## src/rtl/wdk_pkg.sv

```systemverilog
package wdk_pkg;

    // Nominal 1.6 s at a 50 MHz clock.
    localparam int unsigned DEF_TIMEOUT_CYC = 80_000_000;
    localparam int unsigned DEF_SYNC_STAGES = 2;

    typedef enum logic [1:0] {
        ST_HOLD = 2'd0,   // held clear by reset, disable or block reset
        ST_RUN  = 2'd1,   // counting idle cycles
        ST_TRIP = 2'd2    // timeout reached, waiting for service
    } wd_state_e;

    typedef struct packed {
        logic hold;   // force timer clear
        logic kick;   // service change recognised
    } wd_ctl_t;

    function automatic logic hold_req(input logic en, input logic rst_act);
        return rst_act | ~en;
    endfunction

    function automatic int unsigned cnt_width(input int unsigned limit);
        return (limit > 2) ? $clog2(limit) : 1;
    endfunction

endpackage

```

## src/rtl/wdk_sync.sv

```systemverilog
module wdk_sync #(
    parameter int unsigned STAGES = 2
) (
    input  logic clk,
    input  logic rst,
    input  logic d,
    output logic q
);
    logic [STAGES-1:0] chain;

    generate
        for (genvar i = 0; i < STAGES; i++) begin : g_stage
            always_ff @(posedge clk) begin
                if (rst) begin
                    chain[i] <= 1'b0;
                end else if (i == 0) begin
                    chain[i] <= d;
                end else begin
                    chain[i] <= chain[(i == 0) ? 0 : i-1];
                end
            end
        end
    endgenerate

    assign q = chain[STAGES-1];
endmodule

```

## src/rtl/wdk_edge.sv

```systemverilog
module wdk_edge (
    input  logic clk,
    input  logic rst,
    input  logic s,
    output logic kick
);
    logic prev;

    always_ff @(posedge clk) begin
        if (rst) prev <= 1'b0;
        else     prev <= s;
    end

    // Either direction of change services the timer.
    assign kick = s ^ prev;
endmodule

```

## src/rtl/wdk_timer.sv

```systemverilog
module wdk_timer
    import wdk_pkg::*;
#(
    parameter int unsigned TIMEOUT_CYC = DEF_TIMEOUT_CYC
) (
    input  logic    clk,
    input  logic    rst,
    input  wd_ctl_t ctl,
    output logic    timed_out
);
    localparam int unsigned CNT_W = cnt_width(TIMEOUT_CYC);
    localparam logic [CNT_W-1:0] LAST = CNT_W'(TIMEOUT_CYC - 1);

    wd_state_e        state;
    logic [CNT_W-1:0] cnt;

    always_ff @(posedge clk) begin
        if (rst || ctl.hold) begin
            state <= ST_HOLD;
            cnt   <= '0;
        end else if (ctl.kick) begin
            state <= ST_RUN;
            cnt   <= '0;
        end else begin
            unique case (state)
                ST_HOLD, ST_RUN: begin
                    if (cnt == LAST) begin
                        state <= ST_TRIP;
                    end else begin
                        state <= ST_RUN;
                        cnt   <= cnt + CNT_W'(1);
                    end
                end
                ST_TRIP: state <= ST_TRIP;
                default: begin
                    state <= ST_HOLD;
                    cnt   <= '0;
                end
            endcase
        end
    end

    assign timed_out = (state == ST_TRIP);


    trip_on_limit_chk: assert property (@(posedge clk) disable iff (rst)
        (state != ST_TRIP && cnt == LAST && !ctl.kick && !ctl.hold) |=> (state == ST_TRIP));


    kick_clears_chk: assert property (@(posedge clk) disable iff (rst)
        (ctl.kick && !ctl.hold) |=> (cnt == '0 && state == ST_RUN));


    trip_sticky_chk: assert property (@(posedge clk) disable iff (rst)
        (state == ST_TRIP && !ctl.kick && !ctl.hold) |=> (state == ST_TRIP));


    hold_clears_chk: assert property (@(posedge clk) disable iff (rst)
        ctl.hold |=> (cnt == '0 && !timed_out));


    cnt_bound_chk: assert property (@(posedge clk) disable iff (rst)
        cnt <= LAST);
endmodule

```

## src/rtl/edge_watchdog.sv

```systemverilog
module edge_watchdog
    import wdk_pkg::*;
#(
    parameter int unsigned TIMEOUT_CYC = DEF_TIMEOUT_CYC,
    parameter int unsigned SYNC_STAGES = DEF_SYNC_STAGES
) (
    input  logic clk,
    input  logic rst,
    input  logic svc_in,
    input  logic rst_active,
    input  logic supply_ok,
    input  logic wd_en,
    output logic wdog_n
);
    logic    svc_s;
    logic    kick;
    logic    tmo;
    wd_ctl_t ctl;

    wdk_sync #(.STAGES(SYNC_STAGES)) u_sync (
        .clk (clk),
        .rst (rst),
        .d   (svc_in),
        .q   (svc_s)
    );

    wdk_edge u_edge (
        .clk  (clk),
        .rst  (rst),
        .s    (svc_s),
        .kick (kick)
    );

    always_comb begin
        ctl.hold = hold_req(wd_en, rst_active);
        ctl.kick = kick;
    end

    wdk_timer #(.TIMEOUT_CYC(TIMEOUT_CYC)) u_timer (
        .clk       (clk),
        .rst       (rst),
        .ctl       (ctl),
        .timed_out (tmo)
    );

    // Supply loss acts without delay in both directions.
    assign wdog_n = supply_ok & ~tmo;


    supply_drop_chk: assert property (@(posedge clk) disable iff (rst)
        $fell(supply_ok) |-> !wdog_n);


    supply_return_chk: assert property (@(posedge clk) disable iff (rst)
        ($rose(supply_ok) && !tmo) |-> wdog_n);


    disable_follow_chk: assert property (@(posedge clk) disable iff (rst)
        (!wd_en && supply_ok) |=> (wdog_n || !supply_ok));
endmodule

```

## config.mk

```make
export PLATFORM = sky130hd
export DESIGN_NAME = edge_watchdog
export DESIGN_NICKNAME = d
export VERILOG_FILES = /design/src/rtl/wdk_pkg.sv /design/src/rtl/wdk_sync.sv /design/src/rtl/wdk_edge.sv /design/src/rtl/wdk_timer.sv /design/src/rtl/edge_watchdog.sv
export SDC_FILE = /design/constraint.sdc
export NUM_CORES = 1
export LEC_CHECK = 0
export BUFFER_PORTS_ARGS = -buffer_cell sky130_fd_sc_hd__buf_2
export CORE_UTILIZATION = 60
export CTS_CLUSTER_DIAMETER = 60
export DETAILED_ROUTE_END_ITERATION = 8
export PLACE_DENSITY_LB_ADDON = 0.08
export SLEW_MARGIN = 20
export SYNTH_ARGS = -nofsm -noshare
export SYNTH_HDL_FRONTEND = slang
export SYNTH_SLANG_ARGS = --single-unit
```

## constraint.sdc

```tcl
create_clock -name clk -period 2.5 [get_ports clk]
set_input_delay 0.375 -clock clk [delete_from_list [all_inputs] [get_ports clk]]
set_output_delay 0.375 -clock clk [all_outputs]
set_load 0.01 [all_outputs]
```

==> key figures <==
Detailed routing
  – Wire per inst: ~17 um
  – Routed WL: 4390 um
  – # DRC: 0
  – Total number of vias: 1758
  – Routed vias/inst: 6.98
  – Iter 0 DRT Violations: 172
  – Router iterations before antenna repair: 4
  – Antenna viol nets, final: 0

Global route
  – GRT Util Overall: 30.5%
  – Gr ovfl total: 0
  – Largest net degree at the start of global routing: 16
  – Global-route wire length before repair: 7500 um
  – Vias in the first global route: approximately 1600
  – Initial antenna violation count: 0

Place
  – I/O Buffers: 6
  – Placed cells: 244
  – GP Congestion: 0.971
  – Detailed Place HPWL: 3170 um

Synth
  – Commonest cells in the netlist: 32 x dfxtp_1, 17 x nand2_1, 14 x a31oi_1
  – Ys flop type: dfxtp_1
  – Post-synthesis cell type count: between 40 and 50
  – Count leader, synth: dfxtp_1
  – Synthesized instance count: ~210
  – Number of flops mapped to enable cells by yosys: 0
  – Area share of the leading cell type in the synthesized netlist: between 30% and 40%
  – Synth area leaders: dfxtp_1 36%, a31oi_1 4.9%, nand4_1 4.6%
  – Synth Register Bits: 32
  – Net Count, Synth: approximately 220
  – Netlist Area Pre-Place: 1780 um^2
  – Asr flop ratio synth: 0%
  – Average size of a mapped cell: 8.42 um^2
  – Synthesis warning total: 0
  – Synth area leader: dfxtp_1
  – Seq/Total Area, Yosys: roughly 36%

STA
  – Max-slew violation count: 0
  – Slew HR: 59.2%
  – Final hold vios: 0
  – Max Clock Freq: 0.450 GHz
  – Final Critical Period: 2.22 ns
  – Setup TNS: 0 ns
  – Fin crit share: 89.0%
  – Measured slew at the worst slew-check pin: 0.606 ns
  – RSZ-0062 raised after global routing: no
  – Setup-failing EPs final: 0
  – Setup Skew: 0.0192 ns

Setup path
  – Launch point of the worst path: u_timer.cnt[11]
  – CP Data Arrival Time: approximately 2.5 ns
  – Kind of critical path: reg2reg
  – Reg2Reg Depth: 6
  – Crit start category: register
  – Reg2reg start: u_timer.cnt[11]
  – CP endpoint: u_timer.cnt[16]
  – Crit. End Element: register
  – CP max stage delay: 0.56 ns
  – FF-to-FF End: u_timer.cnt[16]
  – Worst-path fanout max: 15
  – Slowest-stage cell, CP: or4b_4
  – Req. time, crit path: between 2 and 3 ns
  – R2R setup slack: 0.28 ns
  – Critical-path cell list: or4b_4 > nor4_4 > a21oi_2 > buf_4 > and3_1 > a211o_1

Power and ir drop
  – Leakage power: 0.673 nW
  – Switch share: 22.9%
  – Max IR drop VDD: 461 uV
  – Sequential share of power: 59.8%
  – Clock group share of total power: 36.5%
  – Cell Int Power: 0.000666 W
  – Combinational fraction of design power: 3.6%
  – Switching power: around 0.00020 W
  – Cell area power density: 458 nW/um^2

Clock tree
  – Clk pin slew, worst setup/hold paths: 0.11 ns
  – TritonCTS Buffers: 5
  – Root Buffer: clkbuf_4
  – CTS tree: yes
  – Hold buffers post-CTS: 0
  – Sink Count: 32
  – CTS H-tree lvls: 2
  – CTS Buffer Depth: 2
  – Worst-Skew Late Latency: 0.34 ns
  – Post-cts sizing count: 0
  – Post-CTS Setup Bufs: 0

Floorplanning
  – Rows: 19
  – Die W: 56.4 um
  – Die footprint: 3180 um^2
  – Die height: 56.4 um
  – Starting Density: 63.9%
  – IO Pins: 7
  – Core Box Area: 2780 um^2

Cells and area
  – Share of layout cells above drive strength 1: 14.5%
  – Diode count: 0
  – Syn-to-layout area delta: 6.06%
  – Final Non-Filler Cells: between 200 and 300
  – Nets: 227

Hold path
  – Hold path depth: 2
  – Hold Startpoint: rst
  – Hold/Removal Path Class: in2reg

Job
  – Max-cap violations: 0

Outcome
  – Status: finished, final reports clean
## cell usage in the layout (no fill, tap or decap), types with 3 or more instances in the layout
cell / count
nor2_1: 8
a41oi_1: 3
a211o_1: 5
o211ai_1: 3
xnor2_1: 3
o21ai_0: 11
and2_1: 6
or4_1: 5
nor3_1: 7
a21o_1: 6
nand2_1: 17
a21oi_1: 5
nand3_1: 13
inv_1: 5
buf_2: 6
a31oi_1: 14
nand4_1: 13
and3_1: 8
dfxtp_1: 32
clkbuf_4: 5
nor4_1: 5
buf_4: 8
a22o_1: 3
nor2b_1: 4
## power by group through the flow
stage / registers, W / logic, W / clock network, W
finish: 0.000517 / 0.0000315 / 0.000316
global route: 0.000517 / 0.0000346 / 0.000340
CTS: 0.000517 / 0.0000313 / 0.000319
detailed placement: 0.000528 / 0.0000312 / 0
global placement: 0.000528 / 0.0000298 / 0
floorplan: 0.000527 / 0.0000204 / 0
## cell type report
class / instances / area [um^2]
Multi-Input combinational cell: 161 / 1030
Fill cell: 241 / 897
Sequential cell: 32 / 641
Timing Repair Buffer: 14 / 90.1
Clock buffer: 8 / 58.8
Tap cell: 31 / 38.8
Inverter: 6 / 23.8
## worst min-delay path by stage
stage,endpoint,slack (ns)
finish,u_edge.prev,0.24
global route,u_edge.prev,0.23
CTS,u_edge.prev,0.23
detailed placement,u_sync.q,0.46
global placement,u_sync.q,0.43
floorplan,u_sync.q,0.41
## registers in the layout, summed over array words and instances (netlist names)
name and flops:
u_timer.cnt 27, u_timer.state 2, u_edge.prev 1, u_sync.chain 1
u_sync.q 1
## worst max-delay path, delay by kind of cell (launching register included)
| kind | cells | cell delay (ns) |
|---|---|---|
| buf+inv | 1 | 0.20 |
| flops | 1 | 0.41 |
| compound gates | 2 | 0.35 |
| simple gates | 3 | 1.15 |
## layer usage
layer	vias up	global-route usage, %	part of all wire, %	routed length (um)
met1	838	41.3	45	1980
met5	-	0	0	0
li1	831	-	-	-
met2	81	47.8	46	2030
met3	8	6.91	7.5	328
met4	0	10.5	1.3	57
## through the flow
stage | utilization, % | setup WS (ns) | total power, W | area (um^2) | hold slack, ns
after floorplan | - | 0.445 | 0.000548 | 1780 | 0.414
after global placement | 65.6 | 0.381 | 0.000558 | 1830 | 0.429
after detailed placement | 65.6 | 0.324 | 0.000560 | 1830 | 0.456
after CTS | 67.7 | 0.299 | 0.000867 | 1880 | 0.229
after global routing | 67.7 | 0.132 | 0.000892 | 1880 | 0.233
final | 67.7 | 0.276 | 0.000864 | 1880 | 0.240
## cell families after synthesis
| logic type | count (synthesis) | synth area share (%) |
|---|---|---|
| compound gates | 58 | 23.3 |
| xor+xnor | 3 | 1.48 |
| fa+ha+maj | 1 | 0.704 |
| buf+inv | 18 | 5.84 |
| flops | 32 | 36.1 |
| simple gates | 99 | 32.6 |
No activity file was read; power rests on OpenSTA's default activity.
